### src/rtl/tmr16_pkg.sv
package tmr16_pkg;

  typedef enum logic [1:0] {
    ADDR_CNT_LO = 2'd0,
    ADDR_CNT_HI = 2'd1,
    ADDR_CTRL   = 2'd2,
    ADDR_FLAG   = 2'd3
  } tmrAddr_e;

  // control register bit positions
  localparam int CTL_EN     = 0;
  localparam int CTL_SRC    = 1;
  localparam int CTL_SYNC   = 2;
  localparam int CTL_PS_LO  = 3;
  localparam int CTL_MODE16 = 7;
  localparam logic [7:0] CTL_MASK = 8'b1001_1111;

  // strobes from control to datapath
  typedef struct packed {
    logic incTick;
    logic clrCnt;
    logic wrLo;
    logic wrHi;
    logic mode16;
    logic capHi;
    logic flagClr;
  } tmrStrobe_t;

endpackage

### src/rtl/tmr16_ctrl.sv
module tmr16_ctrl
  import tmr16_pkg::*;
#(
  parameter int BUS_W       = 8,
  parameter int PS_W        = 2,
  parameter int INT_DIV     = 4,
  parameter int SYNC_STAGES = 2
) (
  input  logic             clk,
  input  logic             rstN,
  input  logic [1:0]       busAddr,
  input  logic             busWr,
  input  logic             busRd,
  input  logic [BUS_W-1:0] busWdata,
  input  logic             extClk,
  input  logic             evtClr,
  output logic [BUS_W-1:0] ctrlQ,
  output tmrStrobe_t       strobe
);

  localparam int PH_W  = (INT_DIV > 1) ? $clog2(INT_DIV) : 1;
  localparam int PSC_W = (1 << PS_W) - 1;
  localparam logic [PH_W-1:0] PH_LAST = PH_W'(INT_DIV - 1);

  logic [PH_W-1:0]        phaseQ;
  logic                   intTick;
  logic [SYNC_STAGES:0]   samp;
  logic                   edgeAsync;
  logic                   edgeSync;
  logic                   extTick;
  logic                   srcTick;
  logic [PS_W-1:0]        psSel;
  logic [PSC_W-1:0]       psCnt;
  logic [PSC_W-1:0]       psLimit;
  logic                   psLast;
  logic                   psClear;
  logic                   ctrlWr;
  logic                   cntWr;
  logic                   incTick;
  tmrAddr_e               addr;

  assign addr   = tmrAddr_e'(busAddr);
  assign ctrlWr = busWr && (addr == ADDR_CTRL);
  assign cntWr  = busWr && ((addr == ADDR_CNT_LO) ||
                            ((addr == ADDR_CNT_HI) && !ctrlQ[CTL_MODE16]));

  // control register
  always_ff @(posedge clk or negedge rstN) begin
    if (!rstN)       ctrlQ <= '0;
    else if (ctrlWr) ctrlQ <= busWdata & BUS_W'(CTL_MASK);
  end

  // internal instruction-rate tick: one pulse every INT_DIV clocks
  always_ff @(posedge clk or negedge rstN) begin
    if (!rstN)                phaseQ <= '0;
    else if (phaseQ == PH_LAST) phaseQ <= '0;
    else                      phaseQ <= phaseQ + 1'b1;
  end
  assign intTick = (phaseQ == PH_LAST);

  // sampling chain for the external input
  always_ff @(posedge clk or negedge rstN) begin
    if (!rstN) samp <= '0;
    else       samp <= {samp[SYNC_STAGES-1:0], extClk};
  end
  assign edgeAsync = samp[0] && !samp[1];
  assign edgeSync  = samp[SYNC_STAGES-1] && !samp[SYNC_STAGES];
  assign extTick   = ctrlQ[CTL_SYNC] ? edgeSync : edgeAsync;
  assign srcTick   = ctrlQ[CTL_SRC] ? extTick : intTick;

  // prescaler
  assign psSel   = ctrlQ[CTL_PS_LO +: PS_W];
  assign psLimit = PSC_W'((1 << psSel) - 1);
  assign psLast  = (psCnt == psLimit);
  assign psClear = evtClr || cntWr || ctrlWr;

  always_ff @(posedge clk or negedge rstN) begin
    if (!rstN)                          psCnt <= '0;
    else if (psClear)                   psCnt <= '0;
    else if (ctrlQ[CTL_EN] && srcTick)  psCnt <= psLast ? '0 : psCnt + 1'b1;
  end

  assign incTick = ctrlQ[CTL_EN] && srcTick && psLast;

  always_comb begin
    strobe.incTick = incTick;
    strobe.clrCnt  = evtClr;
    strobe.wrLo    = busWr && (addr == ADDR_CNT_LO);
    strobe.wrHi    = busWr && (addr == ADDR_CNT_HI);
    strobe.mode16  = ctrlQ[CTL_MODE16];
    strobe.capHi   = busRd && (addr == ADDR_CNT_LO) && ctrlQ[CTL_MODE16];
    strobe.flagClr = busWr && (addr == ADDR_FLAG) && !busWdata[0];
  end

  // internal ticks never come back to back
  a_r2_int_gap: assert property (@(posedge clk) disable iff (!rstN)
    (incTick && !ctrlQ[CTL_SRC] && !ctrlWr) |=> !incTick);

  // prescaler count never passes the selected limit
  a_r3_ps_range: assert property (@(posedge clk) disable iff (!rstN)
    psCnt <= psLimit);

  // a restart leaves the prescaler at zero
  a_r13_ps_restart: assert property (@(posedge clk) disable iff (!rstN)
    psClear |=> (psCnt == '0));

endmodule

### src/rtl/tmr16_dp.sv
module tmr16_dp
  import tmr16_pkg::*;
#(
  parameter int BUS_W = 8
) (
  input  logic               clk,
  input  logic               rstN,
  input  tmrStrobe_t         strb,
  input  logic [BUS_W-1:0]   wdata,
  output logic [2*BUS_W-1:0] cntQ,
  output logic [BUS_W-1:0]   hiBufQ,
  output logic               flagQ
);

  localparam int CNT_W = 2 * BUS_W;

  logic [CNT_W-1:0] cntNext;
  logic             loadHit;
  logic             ovf;

  assign loadHit = strb.wrLo || (strb.wrHi && !strb.mode16);

  always_comb begin
    cntNext = cntQ;
    if (strb.clrCnt) begin
      cntNext = '0;
    end else if (strb.wrLo) begin
      cntNext = strb.mode16 ? {hiBufQ, wdata} : {cntQ[CNT_W-1:BUS_W], wdata};
    end else if (strb.wrHi && !strb.mode16) begin
      cntNext = {wdata, cntQ[BUS_W-1:0]};
    end else if (strb.incTick) begin
      cntNext = cntQ + 1'b1;
    end
  end

  assign ovf = strb.incTick && (&cntQ) && !strb.clrCnt && !loadHit;

  always_ff @(posedge clk or negedge rstN) begin
    if (!rstN) begin
      cntQ   <= '0;
      hiBufQ <= '0;
      flagQ  <= 1'b0;
    end else begin
      cntQ <= cntNext;
      if (strb.wrHi && strb.mode16) hiBufQ <= wdata;
      else if (strb.capHi)          hiBufQ <= cntQ[CNT_W-1:BUS_W];
      if (ovf)               flagQ <= 1'b1;
      else if (strb.flagClr) flagQ <= 1'b0;
    end
  end

  // a trigger leaves a zero count
  a_r12_trig_clear: assert property (@(posedge clk) disable iff (!rstN)
    strb.clrCnt |=> (cntQ == '0));

  // a wrap raises the flag
  a_r10_wrap_flag: assert property (@(posedge clk) disable iff (!rstN)
    (strb.incTick && (cntQ == '1) && !strb.clrCnt && !strb.wrLo && !strb.wrHi)
      |=> flagQ);

  // a clear with no wrap drops the flag
  a_r11_flag_clear: assert property (@(posedge clk) disable iff (!rstN)
    (strb.flagClr && !strb.incTick) |=> !flagQ);

  // without a tick or a load the count is frozen
  a_r6_hold: assert property (@(posedge clk) disable iff (!rstN)
    (!strb.incTick && !strb.clrCnt && !strb.wrLo && !strb.wrHi) |=> $stable(cntQ));

endmodule

### src/rtl/prescaled_timer16.sv
module prescaled_timer16
  import tmr16_pkg::*;
#(
  parameter int BUS_W       = 8,
  parameter int PS_W        = 2,
  parameter int INT_DIV     = 4,
  parameter int SYNC_STAGES = 2
) (
  input  logic             clk,
  input  logic             rstN,
  input  logic [1:0]       busAddr,
  input  logic             busWr,
  input  logic             busRd,
  input  logic [BUS_W-1:0] busWdata,
  output logic [BUS_W-1:0] busRdata,
  input  logic             extClk,
  input  logic             evtClr,
  output logic             irqFlag
);

  localparam int CNT_W = 2 * BUS_W;

  tmrStrobe_t       strobe;
  logic [BUS_W-1:0] ctrlQ;
  logic [CNT_W-1:0] cntQ;
  logic [BUS_W-1:0] hiBufQ;
  logic             flagQ;

  tmr16_ctrl #(
    .BUS_W(BUS_W), .PS_W(PS_W), .INT_DIV(INT_DIV), .SYNC_STAGES(SYNC_STAGES)
  ) u_ctrl (
    .clk(clk), .rstN(rstN), .busAddr(busAddr), .busWr(busWr), .busRd(busRd),
    .busWdata(busWdata), .extClk(extClk), .evtClr(evtClr),
    .ctrlQ(ctrlQ), .strobe(strobe)
  );

  tmr16_dp #(.BUS_W(BUS_W)) u_dp (
    .clk(clk), .rstN(rstN), .strb(strobe), .wdata(busWdata),
    .cntQ(cntQ), .hiBufQ(hiBufQ), .flagQ(flagQ)
  );

  always_comb begin
    unique case (tmrAddr_e'(busAddr))
      ADDR_CNT_LO: busRdata = cntQ[BUS_W-1:0];
      ADDR_CNT_HI: busRdata = ctrlQ[CTL_MODE16] ? hiBufQ : cntQ[CNT_W-1:BUS_W];
      ADDR_CTRL:   busRdata = ctrlQ;
      default:     busRdata = {{(BUS_W-1){1'b0}}, flagQ};
    endcase
  end

  assign irqFlag = flagQ;

endmodule

### config.mk
export PLATFORM = sky130hd
export DESIGN_NAME = prescaled_timer16
export DESIGN_NICKNAME = d
export VERILOG_FILES = /design/src/rtl/tmr16_pkg.sv /design/src/rtl/tmr16_ctrl.sv /design/src/rtl/tmr16_dp.sv /design/src/rtl/prescaled_timer16.sv
export SDC_FILE = /design/constraint.sdc
export NUM_CORES = 1
export LEC_CHECK = 0
export ABC_AREA = 1
export BUFFER_PORTS_ARGS = -buffer_cell sky130_fd_sc_hd__buf_2
export CORE_MARGIN = 2
export CORE_UTILIZATION = 26
export DETAILED_ROUTE_END_ITERATION = 12
export SETUP_SLACK_MARGIN = 0.3
export SLEW_MARGIN = 20
export SYNTH_ARGS = -nofsm -noshare
export SYNTH_HDL_FRONTEND = slang
export SYNTH_SLANG_ARGS = --single-unit
### constraint.sdc
create_clock -name clk -period 3.7 [get_ports clk]
set_clock_uncertainty 0.05 [all_clocks]
set_input_delay 0.37 -clock clk [delete_from_list [all_inputs] [get_ports clk]]
set_output_delay 0.37 -clock clk [all_outputs]
set_load 0.01 [all_outputs]
## Word-level counts from Yosys, hierarchy flattened

Index checks and enable logic that the tools add are counted.

- Add/sub/neg operators: 4
- Equality and inequality tests: 7
- Shift-type cells: 1
- Mux-type cells: 17
- Reductions and logical operators: 37

Operators with widths:

| cell | number |
|---|---|
| $mux 16 | 5 |
| $mux 8 | 3 |
| $pmux 8 s3 | 1 |
| $logic_and 1x1->1 | 18 |
| $add 16x1->16 const B | 1 |
| $reduce_and 16->1 | 1 |
| $mux 3 | 3 |
| $eq 2x2->1 const B | 3 |
| $logic_not 1->1 | 6 |
| $reduce_bool 2->1 | 3 |
| $logic_or 1x1->1 | 4 |
| $mux 1 | 4 |
| $reduce_and 2->1 | 2 |
| $reduce_bool 4->1 | 1 |
| $add 3x1->3 const B | 1 |
| $eq 3x3->1 | 1 |
| $ne 3x2->1 const B | 1 |
| $ne 3x3->1 const B | 1 |
| $reduce_bool 3->1 | 1 |
| $shl 1x2->3 const A | 1 |
| $sub 3x2->3 const B | 1 |
| $add 2x1->2 const B | 1 |
| $eq 2x1->1 const B | 1 |
| $logic_not 2->1 | 1 |
| $mux 2 | 1 |

- Register bits: 39
- Input bits: 16
- Output and inout bits: 9
- Word-level logic and storage cells: 74

## Depth between registers and ports, before layout

Gate-level depths: netlist of the first run.

- Depth after elaboration: 10
- Gate-level depth with buffers: 12
- Mapped depth without buffers: 12

## By module

Synthesis of the first run repeated with hierarchy kept, for this count alone.

- Cells, all modules: 415
- Area, all modules: 2,797.7 µm²

Modules (own cells, without submodules):

| module | times used | cells an instance | area each (µm²) | sequential area each (µm²) |
|---|---|---|---|---|
| tmr16_dp | 1 | 264 | 1,773.0 | 625.6 |
| tmr16_ctrl | 1 | 84 | 728.2 | 350.3 |
| prescaled_timer16 | 1 | 67 | 296.5 | 0.0 |

## Least setup slack after synthesis of the first run

OpenSTA, ideal clock, no wires.

- Path kind: register to output
- Start point: reg u_ctrl.ctrlQ[7]
- End point: out busRdata[6]
- Data arrival time: 1,092 ps
- Path slack: 2,188 ps
- Cell stages (with the launch flop): 5
- Buffers on the path: 2
- Cell sequence: dfrtp_1 -> buf_2 -> clkbuf_1 -> o21ai_0 -> o21ai_0

- Word-level cells in the longest chain between the ends: 2

RTL lines:

| what | line | text |
|---|---|---|
| start: declaration | tmr16_ctrl.sv:17 | `output logic [BUS_W-1:0] ctrlQ,` |
| start signal: assignment | tmr16_ctrl.sv:50 | `else if (ctrlWr) ctrlQ <= busWdata & BUS_W'(CTL_MASK);` |
| $mux 8 | prescaled_timer16.sv:45 | `ADDR_CNT_HI: busRdata = ctrlQ[CTL_MODE16] ? hiBufQ : cntQ[CNT_W-1:BUS_W];` |
| $pmux 8 s3 | prescaled_timer16.sv:43 | `unique case (tmrAddr_e'(busAddr))` |
| end: declaration | prescaled_timer16.sv:15 | `output logic [BUS_W-1:0] busRdata,` |

Every way passes these cells.

## Worst setup path in the final report of the first run

- Start point: reg u_ctrl.ctrlQ[7]
- End point: out busRdata[7]

- Word-level cells in the longest chain between the ends: 2

RTL lines:

| what | line |
|---|---|
| $mux 8 | prescaled_timer16.sv:45 |
| $pmux 8 s3 (*) | prescaled_timer16.sv:43 |

Every way passes the cells marked *; elsewhere a longest branch is shown, timed or not.

==> results of run 1 <==
[worst min path at each step]
stage,start,endpoint,slack (ns),cells after the start
after floorplan,rstN,u_ctrl.ctrlQ[0]$_DFFE_PN0P_,0.02,0
after global placement,u_ctrl.samp[1]$_DFF_PN0_,u_ctrl.samp[2]$_DFF_PN0_,0.33,0
after detailed placement,u_ctrl.samp[1]$_DFF_PN0_,u_ctrl.samp[2]$_DFF_PN0_,0.34,0
after CTS,extClk,u_ctrl.samp[0]$_DFF_PN0_,0.11,1
after global routing,extClk,u_ctrl.samp[0]$_DFF_PN0_,0.10,1
final,extClk,u_ctrl.samp[0]$_DFF_PN0_,0.12,1
[worst register-to-register path: stages, from the launching register on]
cell     delay, ns
dfrtp_1       0.56
inv_2         0.26
nand3_4       0.25
nand2_8       0.20
inv_6         0.06
a21oi_1       0.20
nand2_1       0.12
nand2_1       0.08
inv_1         0.04
[cell families (layout without fill, tap and decap cells)]
group | Yosys count | after routing | share of synthesized area [%]
XOR/XNOR | 5 | 5 | 1.635
adder cells (fa/ha/maj) | 3 | 3 | 1.402
buffers and inverters | 68 | 93 | 10.47
AND/OR/NAND/NOR | 201 | 201 | 34.72
flip-flops | 39 | 39 | 36.45
AO/OA/AOI/OAI | 72 | 72 | 15.33
[flip-flops by register name, summed over array words and instances, names as in the netlist]
register / count
u_ctrl.ctrlQ: 6
u_ctrl.phaseQ: 2
u_ctrl.psCnt: 3
u_ctrl.samp: 3
u_dp.cntQ: 16
u_dp.flagQ: 1
u_dp.hiBufQ: 8
[synthesized netlist by cell type (all sizes together)]
cell type	number	area, um2
dfrtp	39	975.9
ha	3	37.54
nor4	1	6.260
xor2	5	43.79
o31ai	1	7.510
a31oi	2	12.51
nand3	32	172.7
nor2	36	173.9
clkinv	1	3.750
nand4	5	31.28
nand2	126	540.5
inv	60	230.2
o22ai	3	18.77
buf	6	42.54
o221ai	9	78.83
o211ai	3	22.52
a21oi	15	75.07
nor3	1	5.000
clkbuf	1	3.750
o21ai	39	195.2
[per-stage QoR]
| step | setup WS (ns) | utilization (%) | total power [mW] | cell area [um2] |
|---|---|---|---|---|
| floorplan | 2.188 | - | 0.7499 | 2678 |
| finish | 1.529 | 29.79 | 1.186 | 3020 |
| detailed placement | 1.692 | 28.82 | 0.8631 | 2922 |
| CTS | 1.568 | 29.79 | 1.186 | 3020 |
| global route | 1.426 | 29.79 | 1.266 | 3020 |
| global placement | 1.695 | 28.82 | 0.8655 | 2922 |
[per-layer routing]
metal	global-route usage, %	part of all wire (%)	wire length (um)	vias to the layer above
li1	-	-	-	1310
met5	0	0	0	-
met3	2.597	7.2	599	30
met2	23.46	43	3579	113
met4	8.286	4.8	399	0
met1	20.96	45	3690	1201
[power by group]
group / switching [mW] / internal, mW / total [mW]
clock: 0.170 / 0.152 / 0.323
sequential: 0.0753 / 0.486 / 0.561
combinational: 0.201 / 0.101 / 0.302
[layout make-up]
type / count / share of cell area (%)
Clock buffer: 6 / 2.734
Clock inverter: 2 / 0.5385
Inverter: 61 / 7.746
Multi-Input combinational cell: 281 / 47.06
Sequential cell: 39 / 32.31
Tap cell: 136 / 5.634
Timing Repair Buffer: 24 / 3.977
==> results.md, run 1 <==
* RSZ-0062 raised after global routing: no
* Placed cells at 541
* CTS root buffer: clkbuf_8
* Delay of the slowest critical-path stage at 0.65 ns
* Critical path buffers and inverters at 2
* Via count at 2654
* Total gr overflow at 0
* Least-Margin Pin Slew at 0.9269 ns
* Router iterations before antenna repair at 5
* Initial drt markers at 282
* I/O Pins at 25
* R2r startpoint: u_ctrl.ctrlQ[7]$_DFFE_PN0P_
* Status: finished, final reports clean
* Syn Nets at 407
* Crit path launch type: flip-flop
* NumNets Final at 431
* Relative slew slack at 38.21%
* Ant. Diodes at 0
* Pwr dens at 392.6 mW/mm2
* Routed WL at 8269 um
* Levels on crit path at 4
* Crit. End Element: output pin
* Core area at 0.01014 mm2
* Die ar. at 0.01113 mm2
* Commonest non-fill, non-tap cell in the layout: nand2_1
* Reg2Reg Setup Slack at 1.79 ns
* Commonest non-fill, non-tap cells in the layout: 118 x nand2_1, 53 x inv_1, 39 x dfrtp_1, 36 x o21ai_0, 31 x nand3_1
* Number of max-cap violations at 0
* Type of the worst setup path: flip-flop to output pin
* Worst path slowest cell: dfrtp_1
* Initial Util at 26.41%
* # DRC at 0
* Row count at 37
* DR vias/cell at 4.834
* Die width at 105.5 um
* Antenna violations before repair at 0
* Multi-input logic area at 0.001421 mm2
* CTS clk-pin slew, worst paths at 0.09 ns
* Worst Path Arrival at 1.75 ns
* First-pass GRT wire length at 13430 um
* Area Overhead vs Synth at 12.80%
* Hold Slack at 0.1165 ns
* Final Slew Violations at 0
* Reg-to-reg endpoint: u_dp.cntQ[15]$_DFFE_PN0P_
* Yosys cell types at 31
* Clock Path Buffers at 2
* CP top delay family: flip-flops
* CP required at 3.28 ns
* Final setup viols at 0
* P_leak at 1.481 nW
* Placer Congestion at 1.034
* Yosys reg bits at 39
* Drt wl/cell at 15.06 um
* Synth warnings at 0
* Vias in the first global route at 2546
* Post-DP HPWL at 6377 um
* TritonCTS clock tree: done
* Post-synthesis sequential area ratio at 36.45%
* Hold/Removal Path Class: input port to flip-flop
* Share of layout cells above drive strength 1 at 13.08%
* GRT Total Usage at 15.48%
* Post-CTS Setup Bufs at 0
* Pin count of the biggest net entering global routing at 40
* Register area at 975.9 um2
* CTS H-Tree Depth at 2
* Worst vdd ir at 135.5 uV
* Crit path max fanout at 17
* Post-Syn Area per Cell at 6.901 um2
* Fillers at 1084
* Synthesized instance count at 388
* Port Buf Inserts at 24
* Post-synthesis cell area at 0.002678 mm2
* Clock sinks at 39
* Die Y at 105.5 um
* Crit path to: busRdata[7]
* Final Hold Vio Count at 0
* Setup TNS at 0 ns
* CP Launch Point: u_ctrl.ctrlQ[7]$_DFFE_PN0P_
* Fin crit share at 58.68%
* Antenna Nets Post-Route at 0
* Worst-skew pair later-pin latency at 0.31 ns
* Maximum clock frequency at 460.6 MHz
* TritonCTS Buffers at 5
* Fin cells at 549
* # hold bufs at CTS at 0
* Tmin final at 2.171 ns
* # resized after CTS at 0
* CP Cell Sequence: inv_2 -> o21ai_0 -> o221ai_1 -> buf_2
* Length in cells of the worst reg-to-reg path at 8
(Power assumes the default switching activity.)
==> run 2: changes to the inputs <==
Settings changed: ABC_AREA 1 to 0.
Clock period 3.7 ns to 1.82 ns, I/O delays scaled along.
==> run 2 against run 1 <==
  * The flow now finishes with violations (setup timing)
  * Via count is the same
  * Power increased by 130%
  * First-iteration DRC count is 7.1% higher
  * Final cell count decreased by 9.7%
  * Combinational power increased to 2.8 times the previous value
  * Highest routed layer unchanged
  * Synthesized cell count down 22%
  * Global-route usage increased by 1.3 points
  * Non-clock buffer count increased by 47
  * Register-to-register slack worse by 1.8 ns
  * Utilization up 5.6 points
  * Hold slack got worse by 0.024 ns
==> results.md, run 2 <==
* Post-Syn Area per Cell at 8.514 um2
* Clock sinks at 39
* WHS Endpoint: u_dp.hiBufQ[6]$_DFFE_PN0P_
* Crit. End Element: output pin
* Crit path max fanout at 4
* Status: finished, violations left
* Tmin final at 1.884 ns
* Row count at 36
* Type of the worst setup path: flip-flop to output pin
* Relative slew slack at 63.98%
* Final setup margin at -0.06394 ns
* Final Slew Violations at 0
* GRT Total Usage at 16.78%
* Port Buf Inserts at 24
* Initial drt markers at 302
* Fin area at 0.003432 mm2
* Pre-CTS setup slack at -0.04099 ns
* TritonCTS Buffers at 5
* CTS H-Tree Depth at 2
* CP Cell Sequence: mux2_4 -> mux4_2 -> buf_2
* Top Registers: u_dp.cntQ: 16 flops, u_dp.hiBufQ: 8 flops, u_ctrl.ctrlQ: 6 flops
* Maximum clock frequency at 530.8 MHz
* Worst path slowest cell: dfrtp_2
* Die Y at 103.4 um
* Synth warnings at 0
* Via count at 2654
* Crit path launch type: flip-flop
* Hold Slack at 0.09212 ns
* Clock Path Buffers at 2
* Reg2Reg Setup Slack at -0.03 ns
* Die width at 103.4 um
* Top-area cell type share of the netlist area at 37.96%
* P_leak at 1.411 nW
* Die ar. at 0.01070 mm2
* Antenna violations before repair at 0
* Number of max-cap violations at 0
* Ant. Diodes at 0
* Core area at 0.009684 mm2
* First-pass GRT wire length at 13680 um
* Fillers at 1000
* Area Overhead vs Synth at 33.48%
* Synthesized instance count at 302
* Post-synthesis sequential area ratio at 37.96%
* Delay of the slowest critical-path stage at 0.46 ns
* Router iterations before antenna repair at 5
* CP required at 1.59 ns
* Final Hold Vio Count at 0
* I/O Pins at 25
* CP Launch Point: u_ctrl.ctrlQ[7]$_DFFE_PN0P_
* Pin count of the biggest net entering global routing at 21
* NumNets Final at 381
* Total gr overflow at 0
* Drt wl/cell at 17.31 um
* TritonCTS clock tree: done
* Largest register FFs at 16
* Antenna Nets Post-Route at 0
* Placer Congestion at 0.8908
* Failing checks: setup timing
* Commonest non-fill, non-tap cells in the layout: 37 x dfrtp_1, 35 x buf_4, 34 x nand2_1, 29 x o21ai_0, 24 x buf_2
* Worst-skew pair later-pin latency at 0.31 ns
* Start point of the worst hold path: busWdata[6]
* Main synth FF type: dfrtp_1
* Fin crit share at 103.5%
* Synth area leader: dfrtp_1
* Placed cells at 477
* Yosys reg bits at 39
* Vias in the first global route at 2607
* Most flops, register: u_dp.cntQ
* Most frequent cell after synthesis: o21ai_0
* Initial Util at 26.55%
* Post-synth EDFFs at 0
* Worst Path Arrival at 1.65 ns
* Routed WL at 8588 um
* Fin cells at 496
* Reg-to-reg endpoint: u_dp.cntQ[4]$_DFFE_PN0P_
* Hold depth at 3
* Pwr dens at 810.0 mW/mm2
* Hold/Removal Path Class: input port to flip-flop
* Worst vdd ir at 300.0 uV
* Length in cells of the worst reg-to-reg path at 8
* Fraction of registers with async set/reset at 100.0%
* R2r startpoint: u_ctrl.ctrlQ[4]$_DFFE_PN0P_
* Yosys cell types at 48
* Placed Instance Area at 0.003085 mm2
* Commonest cells post-synth: 42 x o21ai_0, 39 x dfrtp_1, 34 x nand2_1, 28 x a21oi_1
* CTS root buffer: clkbuf_8
* Syn Nets at 321
* Register area at 978.4 um2
* Synth top area cells: dfrtp_1 38%, o21ai_0 8.2%, a21oi_1 5.5%
* Post-synthesis cell area at 0.002571 mm2
* Util after Layout at 35.44%
* Multi-input logic area at 0.001588 mm2
* RSZ-0062 raised after global routing: yes
* CTS clk-pin slew, worst paths at 0.09 ns
* # DRC at 0
* Commonest non-fill, non-tap cell in the layout: dfrtp_1
* Final setup viols at 10
* Least-Margin Pin Slew at 0.5398 ns
* Share of layout cells above drive strength 1 at 33.88%
* Post-DP HPWL at 6129 um
* DR vias/cell at 5.351
[run 2: changes by cell type after synthesis, moves of 14 or more]
cell and change:
nand3_1 -24, a31oi_1 +14, nor2_1 -14, inv_1 -42
nand2_1 -84
[run 2: power by group]
part,switching (mW),internal (mW)
registers,0.149,0.991
logic,0.441,0.413
clock network,0.342,0.444
total,0.932,1.85
[run 2: worst max path at each step]
stage,to,cells past startpoint
after floorplan,u_dp.cntQ[0]$_DFFE_PN0P_,5
after global placement,u_dp.cntQ[6]$_DFFE_PN0P_,7
after detailed placement,u_dp.cntQ[2]$_DFFE_PN0P_,7
after CTS,busRdata[0],3
after global routing,u_dp.cntQ[1]$_DFFE_PN0P_,8
final,busRdata[0],3
[run 2: cells by family after synthesis]
| group | count (synthesis) | share of synthesized area [%] |
|---|---|---|
| adders and majority gates | 3 | 1.460 |
| muxes | 20 | 8.564 |
| xor gates and xnor gates | 1 | 0.3407 |
| buffers and inverters | 30 | 5.061 |
| and+or+nand+nor | 90 | 18.01 |
| AOI/OAI and AO/OA | 119 | 28.61 |
| DFF | 39 | 37.96 |
[run 2: per-stage QoR]
| step | TNS [ns] | power (mW) |
|---|---|---|
| 4_1_cts | -0.3032 | 2.717 |
| 3_3_place_gp | 0 | 1.828 |
| 2_1_floorplan | 0 | 1.555 |
| 3_5_place_dp | -0.1181 | 1.850 |
| 6_report | -0.2363 | 2.780 |
| 5_1_grt | -1.445 | 2.917 |
[run 2: worst max-delay path: cells and delay by family (launching register included)]
family,cells,cell delay [ns]
muxes,2,0.74
buffers and inverters,1,0.15
DFF,1,0.46
[run 2: final cells by class]
cell class                 count  area share (%)
sequential                    39           28.51
clock buffer                   6           2.406
clock inverter                 2           1.021
multi-input combinational    233           46.26
tap                          133           4.849
timing repair buffer          71           15.64
inverter                      12           1.312
[run 2: metal layers]
metal	wire, um	part of all wire (%)	track usage [%]	vias to the layer above
li1	-	-	-	1241
met5	0	0	0	-
met4	129	1.5	4.453	0
met2	4164	48	27.59	114
met3	542	6.3	2.957	13
met1	3752	44	22.82	1286
[run 2: timing repair]
item	4_1_cts	5_1_grt
pin swaps	14	8
resized for setup	26	19
cloned	1	0
endpoints found under the setup margin	31	29
buffers inserted	7	1
hold buffers	2	0
endpoints found under the hold margin	20	0
==> run 3: changes to the inputs <==
Settings changed: MAX_ROUTING_LAYER from default to met4.
==> run 3 against run 2 <==
  * The run still ends with setup timing left
  * Largest cell class unchanged
  * Utilization up 0.13 points
  * Via count up 0.34%
  * Hold slack better by 0.0081 ns
  * Clock power down 21%
  * Largest power group unchanged
  * Register-to-register slack worse by 0.03 ns
  * Non-clock buffer count up 1
==> results.md, run 3 (synthesized netlist as in run 2, its figures left out) <==
* Util after Layout at 35.57%
* Largest register FFs at 16
* Least-Margin Pin Slew at 0.4264 ns
* Total Power at 2.654 mW
* First-pass GRT wire length at 13530 um
* CP Cell Sequence: mux2_4 -> mux4_2 -> buf_6
* Clock group share of total power at 23.4%
* Initial Util at 26.55%
* Most flops, register: u_dp.cntQ
* Die ar. at 0.01070 mm2
* Clock Path Buffers at 2
* Gate power share at 33.9%
* Fin cells at 498
* Router iterations before antenna repair at 5
* Die width at 103.4 um
* Maximum clock frequency at 524.4 MHz
* Worst vdd ir at 258.7 uV
* Drt wl/cell at 17.62 um
* TritonCTS Buffers at 5
* Initial drt markers at 279
* Hold/Removal Path Class: input port to flip-flop
* Placed cells at 473
* P_leak at 1.423 nW
* Placer Congestion at 0.8525
* Clock sinks at 39
* Vias in the first global route at 2462
* Via count at 2663
* Critical path buffers and inverters at 1
* Crit. End Element: output pin
* Type of the worst setup path: flip-flop to output pin
* CTS H-Tree Depth at 2
* Share of layout cells above drive strength 1 at 34.25%
* P_int at 1.684 mW
* CP required at 1.59 ns
* Crit path launch type: flip-flop
* Worst path slowest cell: mux4_2
* Crit path max fanout at 4
* Core area at 0.009684 mm2
* Worst-skew pair later-pin latency at 0.31 ns
* Row count at 36
* Ant. Diodes at 0
* Fillers at 991
* Final Hold Vio Count at 0
* I/O Pins at 25
* DR vias/cell at 5.347
* Commonest non-fill, non-tap cells in the layout: 37 x dfrtp_1, 35 x buf_4, 32 x nand2_1, 29 x o21ai_0, 24 x buf_2
* GRT Total Usage at 17.25%
* Hold Slack at 0.1003 ns
* Pwr dens at 770.4 mW/mm2
* Final setup viols at 12
* # DRC at 0
* Switch share at 36.53%
* Switch Pwr at 0.9695 mW
* TritonCTS clock tree: done
* Relative slew slack at 71.50%
* Status: finished, violations left
* CTS clk-pin slew, worst paths at 0.09 ns
* NumNets Final at 383
* Pin count of the biggest net entering global routing at 40
* Total gr overflow at 0
* Port Buf Inserts at 24
* Antenna Nets Post-Route at 0
* Final Slew Violations at 0
* CP top delay family: multiplexers
* Top Registers: u_dp.cntQ: 16 flops, u_dp.hiBufQ: 8 flops, u_ctrl.ctrlQ: 6 flops
* Fin crit share at 104.8%
* Commonest non-fill, non-tap cell in the layout: dfrtp_1
* Number of max-cap violations at 0
* CTS root buffer: clkbuf_8
* Final setup margin at -0.08702 ns
* Routed WL at 8774 um
* Sequential share of power at 42.7%
* Area Overhead vs Synth at 33.97%
* Worst Path Arrival at 1.68 ns
* RSZ-0062 raised after global routing: yes
* Post-DP HPWL at 5979 um
* Antenna violations before repair at 0
* Delay of the slowest critical-path stage at 0.47 ns
* Failing checks: setup timing
* Die Y at 103.4 um
* Tmin final at 1.907 ns
[run 3: changes by cell type in the layout (fill, tap and decap cells not counted), moves of 2 or more]
cell and change:
mux2i_2 -3, a21o_4 +2, mux2i_1 +4, nand2_1 -2, clkinvlp_4 +2, a31oi_1 -2
nand2_2 +2
[run 3: worst reg2reg max path, cell delays in order, from the launching register on]
cell      delay (ns)
dfrtp_1         0.40
and3_1          0.19
o211ai_1        0.19
nand3_2         0.17
a311oi_4        0.33
buf_4           0.16
mux2_4          0.29
[run 3: final timing paths]
kind / from / end / slack (ns) / cells after the start
worst max-delay path: u_ctrl.ctrlQ[7]$_DFFE_PN0P_ / busRdata[0] / -0.09 / 3
worst min-delay path: busWdata[6] / u_dp.hiBufQ[6]$_DFFE_PN0P_ / 0.10 / 3
worst max register to register: u_ctrl.psCnt[1]$_DFFE_PN0P_ / u_dp.cntQ[0]$_DFFE_PN0P_ / -0.06 / 6
worst min register to register: u_ctrl.samp[1]$_DFF_PN0_ / u_ctrl.samp[2]$_DFF_PN0_ / 0.33 / 0
max in group asynchronous: rstN / u_ctrl.ctrlQ[1]$_DFFE_PN0P_ / 1.19 / 3
min in group asynchronous: rstN / u_ctrl.psCnt[0]$_DFFE_PN0P_ / 0.31 / 3
[run 3: repair_timing]
action / in CTS / in global routing
pin swaps: 15 / 8
cloned: 2 / 1
endpoints found under the hold margin: 40 / 0
hold buffers: 2 / 0
buffers inserted: 9 / 3
resized for setup: 29 / 21
endpoints found under the setup margin: 33 / 32
[run 3: area by class of cell]
type / count / area [um2] / area share [%]
tap: 133 / 166.4 / 4.831
sequential: 39 / 978.4 / 28.41
inverter: 12 / 45.04 / 1.308
clock inverter: 3 / 20.02 / 0.5812
clock buffer: 5 / 68.82 / 1.998
timing repair buffer: 72 / 543.0 / 15.76
multi-input combinational: 234 / 1623 / 47.11
[run 3: power groups by stage]
stage | sequential (mW) | clock (mW) | combinational (mW)
6_report | 1.13 | 0.622 | 0.899
5_1_grt | 1.15 | 0.668 | 0.970
4_1_cts | 1.12 | 0.630 | 0.819
3_5_place_dp | 1.14 | 0 | 0.693
3_3_place_gp | 1.14 | 0 | 0.678
2_1_floorplan | 1.10 | 0 | 0.456
[run 3: stage by stage]
| step | setup slack (ns) | TNS, ns | instance area (um2) |
|---|---|---|---|
| global route | -0.1336 | -1.502 | 3445 |
| global placement | -0.006472 | -0.01391 | 3043 |
| detailed placement | -0.08182 | -0.6061 | 3043 |
| finish | -0.08702 | -0.2765 | 3445 |
| CTS | -0.08108 | -0.3335 | 3331 |
| floorplan | 0.04835 | 0 | 2605 |
[run 3: metal layers]
layer | share of wire, % | up-vias | global-route usage, % | wire length [um]
li1 | - | 1242 | - | -
met2 | 48 | 91 | 26.25 | 4215
met4 | 2.1 | 0 | 5.769 | 187
met3 | 6.5 | 21 | 3.226 | 566
met1 | 43 | 1309 | 23.10 | 3806
met5 | 0 | - | - | 0
